`src/rtl/trseq_pkg.sv`:
```
package trseq_pkg;

    typedef enum logic [3:0] {
        ST_IDLE,
        ST_WAIT,
        ST_PUSH_PCL,
        ST_PUSH_PCH,
        ST_PUSH_CCR,
        ST_PUSH_EXR,
        ST_VEC_H,
        ST_VEC_L,
        ST_POP_EXR,
        ST_POP_CCR,
        ST_POP_PCH,
        ST_POP_PCL,
        ST_FIN
    } seq_st_e;

endpackage

```
`src/rtl/trseq_plan.sv`:
```
module trseq_plan #(
    parameter int CNTW        = 4,
    parameter int TRAP_NRM_ST = 7,
    parameter int TRAP_ADV_ST = 8,
    parameter int RTE_ST      = 5
) (
    input  logic            is_trap,
    input  logic            adv,
    output logic [CNTW-1:0] wait_m1
);
    // bus accesses without the optional extended byte
    localparam int TN_ACC = 3;
    localparam int TA_ACC = 5;
    localparam int RN_ACC = 2;
    localparam int RA_ACC = 3;
    localparam logic [CNTW-1:0] TN_W = CNTW'(TRAP_NRM_ST - TN_ACC - 1);
    localparam logic [CNTW-1:0] TA_W = CNTW'(TRAP_ADV_ST - TA_ACC - 1);
    localparam logic [CNTW-1:0] RN_W = CNTW'(RTE_ST - RN_ACC - 1);
    localparam logic [CNTW-1:0] RA_W = CNTW'(RTE_ST - RA_ACC - 1);

    always_comb begin
        if (is_trap) wait_m1 = adv ? TA_W : TN_W;
        else         wait_m1 = adv ? RA_W : RN_W;
    end
endmodule

```
`src/rtl/trseq_vec.sv`:
```
module trseq_vec #(
    parameter int          SPW      = 32,
    parameter int unsigned VEC_BASE = 32'h40
) (
    input  logic [1:0]     num,
    input  logic           adv,
    input  logic           low,
    output logic [SPW-1:0] addr
);
    localparam logic [SPW-1:0] BASE = SPW'(VEC_BASE);

    logic [SPW-1:0] offs;

    always_comb begin
        offs = adv ? SPW'({num, 2'b00}) : SPW'({num, 1'b0});
        addr = BASE + offs + ((low && adv) ? SPW'(2) : '0);
    end
endmodule

```
`src/rtl/trap_rte_seq.sv`:
```
module trap_rte_seq
    import trseq_pkg::*;
#(
    parameter int          DW          = 16,
    parameter int          SPW         = 32,
    parameter int          CW          = 8,
    parameter int          I_BIT       = 7,
    parameter int unsigned VEC_BASE    = 32'h40,
    parameter int          TRAP_NRM_ST = 7,
    parameter int          TRAP_ADV_ST = 8,
    parameter int          RTE_ST      = 5,
    parameter int          CNTW        = 4,
    localparam int         PCW         = 2 * DW
) (
    input  logic           clk,
    input  logic           rst_n,
    input  logic           start_trap,
    input  logic           start_rte,
    input  logic [1:0]     trap_num,
    input  logic           adv_mode,
    input  logic           ext_en,
    input  logic [PCW-1:0] pc_in,
    input  logic [CW-1:0]  ccr_in,
    input  logic [CW-1:0]  exr_in,
    input  logic [SPW-1:0] sp_in,
    output logic           mem_req,
    output logic           mem_we,
    output logic [SPW-1:0] mem_addr,
    output logic [DW-1:0]  mem_wdata,
    input  logic [DW-1:0]  mem_rdata,
    output logic           busy,
    output logic           done,
    output logic [PCW-1:0] pc_out,
    output logic [CW-1:0]  ccr_out,
    output logic [CW-1:0]  exr_out,
    output logic [SPW-1:0] sp_out
);
    localparam logic [SPW-1:0] WSTEP = SPW'(DW / 8);

    typedef struct packed {
        seq_st_e        st;
        logic [CNTW-1:0] cnt;
        logic           is_trap;
        logic           adv;
        logic           xen;
        logic [1:0]     num;
        logic [PCW-1:0] pc;
        logic [CW-1:0]  ccr;
        logic [CW-1:0]  exr;
        logic [SPW-1:0] sp;
    } seq_regs_t;

    seq_regs_t r_d, r_q;
    logic [CNTW-1:0] wait_m1;
    logic [SPW-1:0]  vec_addr;

    trseq_plan #(
        .CNTW(CNTW), .TRAP_NRM_ST(TRAP_NRM_ST),
        .TRAP_ADV_ST(TRAP_ADV_ST), .RTE_ST(RTE_ST)
    ) u_plan (
        .is_trap(start_trap),
        .adv    (adv_mode),
        .wait_m1(wait_m1)
    );

    trseq_vec #(.SPW(SPW), .VEC_BASE(VEC_BASE)) u_vec (
        .num (r_q.num),
        .adv (r_q.adv),
        .low (r_q.st == ST_VEC_L),
        .addr(vec_addr)
    );

    always_comb begin
        r_d       = r_q;
        mem_req   = 1'b0;
        mem_we    = 1'b0;
        mem_addr  = '0;
        mem_wdata = '0;
        case (r_q.st)
            ST_IDLE: begin
                if (start_trap || start_rte) begin
                    r_d.st      = ST_WAIT;
                    r_d.cnt     = wait_m1;
                    r_d.is_trap = start_trap;
                    r_d.adv     = adv_mode;
                    r_d.xen     = ext_en;
                    r_d.num     = trap_num;
                    r_d.pc      = pc_in;
                    r_d.ccr     = ccr_in;
                    r_d.exr     = exr_in;
                    r_d.sp      = sp_in;
                end
            end
            ST_WAIT: begin
                if (r_q.cnt == '0) begin
                    if (r_q.is_trap) r_d.st = ST_PUSH_PCL;
                    else             r_d.st = r_q.xen ? ST_POP_EXR : ST_POP_CCR;
                end else begin
                    r_d.cnt = r_q.cnt - 1'b1;
                end
            end
            ST_PUSH_PCL, ST_PUSH_PCH, ST_PUSH_CCR, ST_PUSH_EXR: begin
                mem_req  = 1'b1;
                mem_we   = 1'b1;
                mem_addr = r_q.sp - WSTEP;
                r_d.sp   = r_q.sp - WSTEP;
                case (r_q.st)
                    ST_PUSH_PCL: begin
                        mem_wdata = r_q.pc[DW-1:0];
                        r_d.st    = r_q.adv ? ST_PUSH_PCH : ST_PUSH_CCR;
                    end
                    ST_PUSH_PCH: begin
                        mem_wdata = r_q.pc[PCW-1:DW];
                        r_d.st    = ST_PUSH_CCR;
                    end
                    ST_PUSH_CCR: begin
                        mem_wdata         = DW'(r_q.ccr);
                        r_d.ccr[I_BIT]    = 1'b1;
                        if (r_q.xen) r_d.st = ST_PUSH_EXR;
                        else         r_d.st = r_q.adv ? ST_VEC_H : ST_VEC_L;
                    end
                    default: begin
                        mem_wdata = DW'(r_q.exr);
                        r_d.st    = r_q.adv ? ST_VEC_H : ST_VEC_L;
                    end
                endcase
            end
            ST_VEC_H: begin
                mem_req           = 1'b1;
                mem_addr          = vec_addr;
                r_d.pc[PCW-1:DW]  = mem_rdata;
                r_d.st            = ST_VEC_L;
            end
            ST_VEC_L: begin
                mem_req          = 1'b1;
                mem_addr         = vec_addr;
                r_d.pc[DW-1:0]   = mem_rdata;
                if (!r_q.adv) r_d.pc[PCW-1:DW] = '0;
                r_d.st           = ST_FIN;
            end
            ST_POP_EXR, ST_POP_CCR, ST_POP_PCH, ST_POP_PCL: begin
                mem_req  = 1'b1;
                mem_addr = r_q.sp;
                r_d.sp   = r_q.sp + WSTEP;
                case (r_q.st)
                    ST_POP_EXR: begin
                        r_d.exr = mem_rdata[CW-1:0];
                        r_d.st  = ST_POP_CCR;
                    end
                    ST_POP_CCR: begin
                        r_d.ccr = mem_rdata[CW-1:0];
                        r_d.st  = r_q.adv ? ST_POP_PCH : ST_POP_PCL;
                    end
                    ST_POP_PCH: begin
                        r_d.pc[PCW-1:DW] = mem_rdata;
                        r_d.st           = ST_POP_PCL;
                    end
                    default: begin
                        r_d.pc[DW-1:0] = mem_rdata;
                        if (!r_q.adv) r_d.pc[PCW-1:DW] = '0;
                        r_d.st         = ST_FIN;
                    end
                endcase
            end
            ST_FIN:  r_d.st = ST_IDLE;
            default: r_d.st = ST_IDLE;
        endcase
    end

    always_ff @(posedge clk) begin
        if (!rst_n) begin
            r_q    <= '0;
            r_q.st <= ST_IDLE;
        end else begin
            r_q <= r_d;
        end
    end

    assign busy    = (r_q.st != ST_IDLE) && (r_q.st != ST_FIN);
    assign done    = (r_q.st == ST_FIN);
    assign pc_out  = r_q.pc;
    assign ccr_out = r_q.ccr;
    assign exr_out = r_q.exr;
    assign sp_out  = r_q.sp;
endmodule

```
`config.mk`:
```
export PLATFORM = sky130hd
export DESIGN_NAME = trap_rte_seq
export DESIGN_NICKNAME = d
export VERILOG_FILES = /design/src/rtl/trseq_pkg.sv /design/src/rtl/trseq_plan.sv /design/src/rtl/trseq_vec.sv /design/src/rtl/trap_rte_seq.sv
export SDC_FILE = /design/constraint.sdc
export NUM_CORES = 1
export LEC_CHECK = 0
export CORE_MARGIN = 2
export CORE_UTILIZATION = 40
export DETAILED_ROUTE_END_ITERATION = 7
export PLACE_DENSITY = 0.78
export SYNTH_ARGS = -nofsm -noshare
export SYNTH_HDL_FRONTEND = slang
export SYNTH_SLANG_ARGS = --single-unit
```
`constraint.sdc`:
```
create_clock -name clk -period 5.15 [get_ports clk]
set_input_delay 1.2875 -clock clk [delete_from_list [all_inputs] [get_ports clk]]
set_output_delay 1.2875 -clock clk [all_outputs]
set_load 0.005 [all_outputs]
```
## Word-level counts from Yosys, hierarchy flattened

Index checks and enable logic that the tools add are counted.

| operators by class | value |
|---|---|
| add/subtract/negate cells | 5 |
| equality and inequality tests | 21 |
| mux-type cells | 34 |
| reductions and logical operators | 26 |

Operators with widths:

| cell | count |
|---|---|
| $pmux W32 S3 | 2 |
| $pmux W16 S3 | 2 |
| $mux W93 | 1 |
| $pmux W16 S4 | 1 |
| $mux W16 | 3 |
| $add A32 B2 Y32 const B | 1 |
| $add A32 B32 Y32 | 1 |
| $add A7 B32 Y32 const A | 1 |
| $pmux W16 S2 | 1 |
| $sub A32 B2 Y32 const B | 1 |
| $pmux W15 S2 | 1 |
| $pmux W4 S6 | 1 |
| $eq A4 B4 Y1 const B | 5 |
| $mux W4 | 5 |
| $eq A4 B3 Y1 const B | 4 |
| $mux W8 | 2 |
| $ne A2 B2 Y1 const B | 8 |
| $reduce_and A3 Y1 | 5 |
| $pmux W4 S3 | 1 |
| $reduce_or A10 Y1 | 1 |
| $pmux W3 S3 | 1 |
| $eq A4 B2 Y1 const B | 2 |
| $logic_not A4 Y1 | 2 |
| $pmux W4 S2 | 1 |
| 17 further kinds | 33 |

| word-level totals | value |
|---|---|
| register bits | 93 |
| output and inout port bits | 132 |

## Logic depth before layout (Yosys ltp)

| logic depth | value |
|---|---|
| depth after elaboration | 5 |
| mapped depth | 10 |
| mapped depth without buffers | 8 |

## Hierarchy

Synthesis repeated with hierarchy kept, for this count alone.

| second synthesis, totals | value |
|---|---|
| cell total of the unflattened synthesis | 1,153 |
| area total of the unflattened synthesis | 8,081.5 µm² |

Modules (own cells, without submodules):

| module | instances | cells an instance | area each (µm²) |
|---|---|---|---|
| trap_rte_seq | 1 | 1,112 | 7,783.7 |
| trseq_vec | 1 | 34 | 255.2 |
| trseq_plan | 1 | 7 | 42.5 |

## Worst setup path after synthesis

OpenSTA, ideal clock, no wires.

| timing path | value |
|---|---|
| path kind | register to output |
| start point | reg r_q (netlist bit sp_out[5]) |
| end point | out mem_addr[20] |
| arrival | 2.021 ns |
| path slack | 1.842 ns |
| stages on the path, launching flop included | 7 |
| buffers on the path | 1 |
| cell sequence | dfxtp_1 buf_2 nor4_4 nand4_4 or3_4 or3_1 o31ai_2 |

| on the way | value |
|---|---|
| word-level cells in the longest chain between the ends | 2 |

RTL lines:

| item | RTL line | text |
|---|---|---|
| from (decl) | trap_rte_seq.sv:53 | `seq_regs_t r_d, r_q;` |
| from (signal assigned) | trap_rte_seq.sv:175 | `r_q <= r_d;` |
| $sub A32 B2 Y32 | trap_rte_seq.sv:105 | `mem_addr = r_q.sp - WSTEP;` |
| $pmux W32 S3 | trap_rte_seq.sv:79 | `case (r_q.st)` |
| to (decl) | trap_rte_seq.sv:28 | `output logic [SPW-1:0] mem_addr,` |

No other way between the ends.

## Worst setup path after layout

| timing path | value |
|---|---|
| start point | reg r_q (netlist bit sp_out[3]) |
| end point | out mem_addr[20] |

Same word-level chain as after synthesis.

==> flow_summary.toml <==
[power]
irDropWorstVdd_uv = 371
power_leakage_nw = 3.36
power.density_mw_per_mm2 = 617

[setup_path]
r2r_start = "r_q[90]"
path_class = "register to output port"
r2r_end = "sp_out[3]"
cp.required_ns = 3.86
path_cells = "nor4_4 > nand4_4 > or3_4 > or3_1 > o31ai_2 > clkdlybuf4s50_1"
max_stage_delay_ns = 0.57
reg2reg_depth = 8
critPathLaunchType = "register"
crit_fanout = 17
crit_end = "mem_addr[20]"
r2r_slack_ns = 2.31
arrival_ns = 3.24
worstSetupStartpoint = "sp_out[3]"
end_kind = "output port"
cpMaxStageDelayCell = "nor4_4"

[sta]
maxSlewViolCount = 0
finalCritPeriodShare = 0.880
clock_skew_ns = 0.00836
finalHoldViolCount = 0
final-setup-viol-count = 0
rsz0062_at_grt = "no"
fmax_mhz = 221
tns_ns = 0
fin_crit_ns = 4.53
timing.final.ws_setup_ns = 0.618
slew_headroom = 0.261
worst_pin_slew_ns = 1.10

[clock_tree]
post-cts-setup-buffers = 0
ctsLongestPathBuffers = 2
cts_made_buffers = 9
cts-resized-gates = 0
h-tree-depth = 3
tritoncts = "yes"
clkTransAtPathRegs_ns = 0.07
cts_hold_buf = 0
clock-root-buffer = "clkbuf_16"
insertion_delay_ns = 0.36
clock-sinks = 93

[floorplanning]
initial_utilization = 0.407
core-area_mm2 = 0.0180
dieArea_mm2 = 0.0194
rows = 49
die_y_um = 139
die_w_um = 139
io_pins = 236

[placed_design]
dpl_worst_slack_ns = 0.986
io_buffers = 235
gp_congestion = 0.886
place_hpwl_um = 19600

[finish]
multiInputGateArea_mm2 = 0.00444
fillers = 1714
seq_area_mm2 = 0.00186
syn_to_final_growth_pct = 29.8
final_nets = 1232
layout-drive-gt1-share = 0.0585
diodes = 0

[global_route]
grt_pass1_vias = 7830
grt_util_all_layers = 0.272
grt-ovfl-total = 0
antenna_found_initial = 0
grt_max_degree = 46
grt_pass1_wl_um = 43000

[detailed_routing]
wl_met3_um = 2990
top_layer = "met4"
wirelength_um = 27500
wl_per_cell_um = 20.3
vias_per_cell = 6.18
drt_first_pass_iters = 6
via_count = 8387
dr.first_iter.drc_count = 917
antenna_left = 0
wl_met2_um = 13000
wirelength_met1_um = 10900
drc = 0

[synthesis]
synth_top_area_frac = 0.255
ys.flop_type = "dfxtp_1"
yosysMostFrequentCell = "nand2_1"
yosysTopAreaCell = "dfxtp_1"
synth-seq-area-share = 0.255
async_flop_share = 0
yosys-top-cells-area = "dfxtp_1 25%, buf_4 8.5%, nand2_1 6.3%"
synth_edf_count = 0
synth-seq-cells = 93
netlist_area_mm2 = 0.00731
synth_nets = 1135
synth.distinct_cells = 75
yosysWarnings = 0
avgSynthCellArea_um2 = 7.12
ys_top_cells_by_count = "123 x nand2_1, 107 x nor2_1, 93 x dfxtp_1, 83 x buf_4, 83 x o21ai_0"
synthCells = 1026

[run_status]
status = "complete, no violations"

[flow_run]
drv_cap = 0

[hold_path]
hold_path.class = "register to register"
-- metal layers --
layer | track usage | vias up
met1 | 0.346 | 3924
met4 | 0.104 | 0
met5 | 0 | -
met2 | 0.446 | 502
met3 | 0.0666 | 47
li1 | - | 3914
-- cells in the final DEF, fill, tap and decap left out, types with 20 or more instances in the layout --
master / netlist / layout
nand3_1: 38 / 38
nand2_1: 123 / 123
buf_4: 83 / 24
a21oi_1: 56 / 55
nor3_1: 21 / 20
o21ai_0: 83 / 83
clkdlybuf4s50_1: 0 / 235
a22oi_1: 21 / 21
nor2_1: 107 / 106
dfxtp_1: 93 / 93
-- how the worst min path moves through the flow --
stage	start	to	slack (ns)	cells past startpoint
global route	sp_out[0]	sp_out[0]	0.49	2
floorplan	sp_out[0]	sp_out[0]	0.45	2
global placement	sp_out[0]	sp_out[0]	0.46	2
CTS	sp_out[0]	sp_out[0]	0.47	2
finish	sp_out[0]	sp_out[0]	0.47	2
detailed placement	sp_out[0]	sp_out[0]	0.46	2
-- flip-flops by register name, summed over array words and instances, names as in the netlist --
name / flops
ccr_out: 8
exr_out: 8
r_q: 13
sp_out: 32
pc_out: 32
-- power by group --
| group | switching [mW] | internal (mW) |
|---|---|---|
| Clock | 0.337 | 0.339 |
| Sequential | 0.491 | 1.02 |
| Combinational | 2.04 | 1.62 |
| Total | 2.87 | 2.98 |
-- critical path, delay by kind of cell (launching register included) --
kind	cells	cell delay, ns
AOI/OAI and AO/OA	1	0.19
and+or+nand+nor	4	1.68
buffers and inverters	1	0.54
DFF	1	0.48
-- stage by stage --
stage	std cells	hold slack, ns	area, um^2	power, mW	utilization
5_1_grt	1357	0.490	9480	6.26	0.528
2_1_floorplan	1026	0.445	7310	3.91	-
4_1_cts	1357	0.471	9480	5.82	0.528
3_5_place_dp	1341	0.463	9200	5.12	0.512
3_3_place_gp	1341	0.458	9200	5.05	0.512
6_report	1357	0.466	9480	5.85	0.528
-- area by class of cell --
class,instances,area share
Multi-Input combinational cell,741,0.468
Timing Repair Buffer,259,0.267
Sequential cell,93,0.196
Tap cell,229,0.0302
Clock buffer,9,0.0237
Inverter,19,0.00752
Clock inverter,7,0.00673
-- kinds of logic (layout without fill, tap and decap cells) --
logic type / after synthesis / count (layout) / synth area share
and+or+nand+nor: 380 / 380 / 0.254
AOI/OAI and AO/OA: 334 / 334 / 0.312
buffers and inverters: 192 / 294 / 0.143
DFF: 93 / 93 / 0.255
xor gates and xnor gates: 16 / 16 / 0.0192
muxes: 6 / 6 / 0.00822
adders and majority gates: 5 / 5 / 0.00856
No activity file was read; power rests on OpenSTA's default activity.
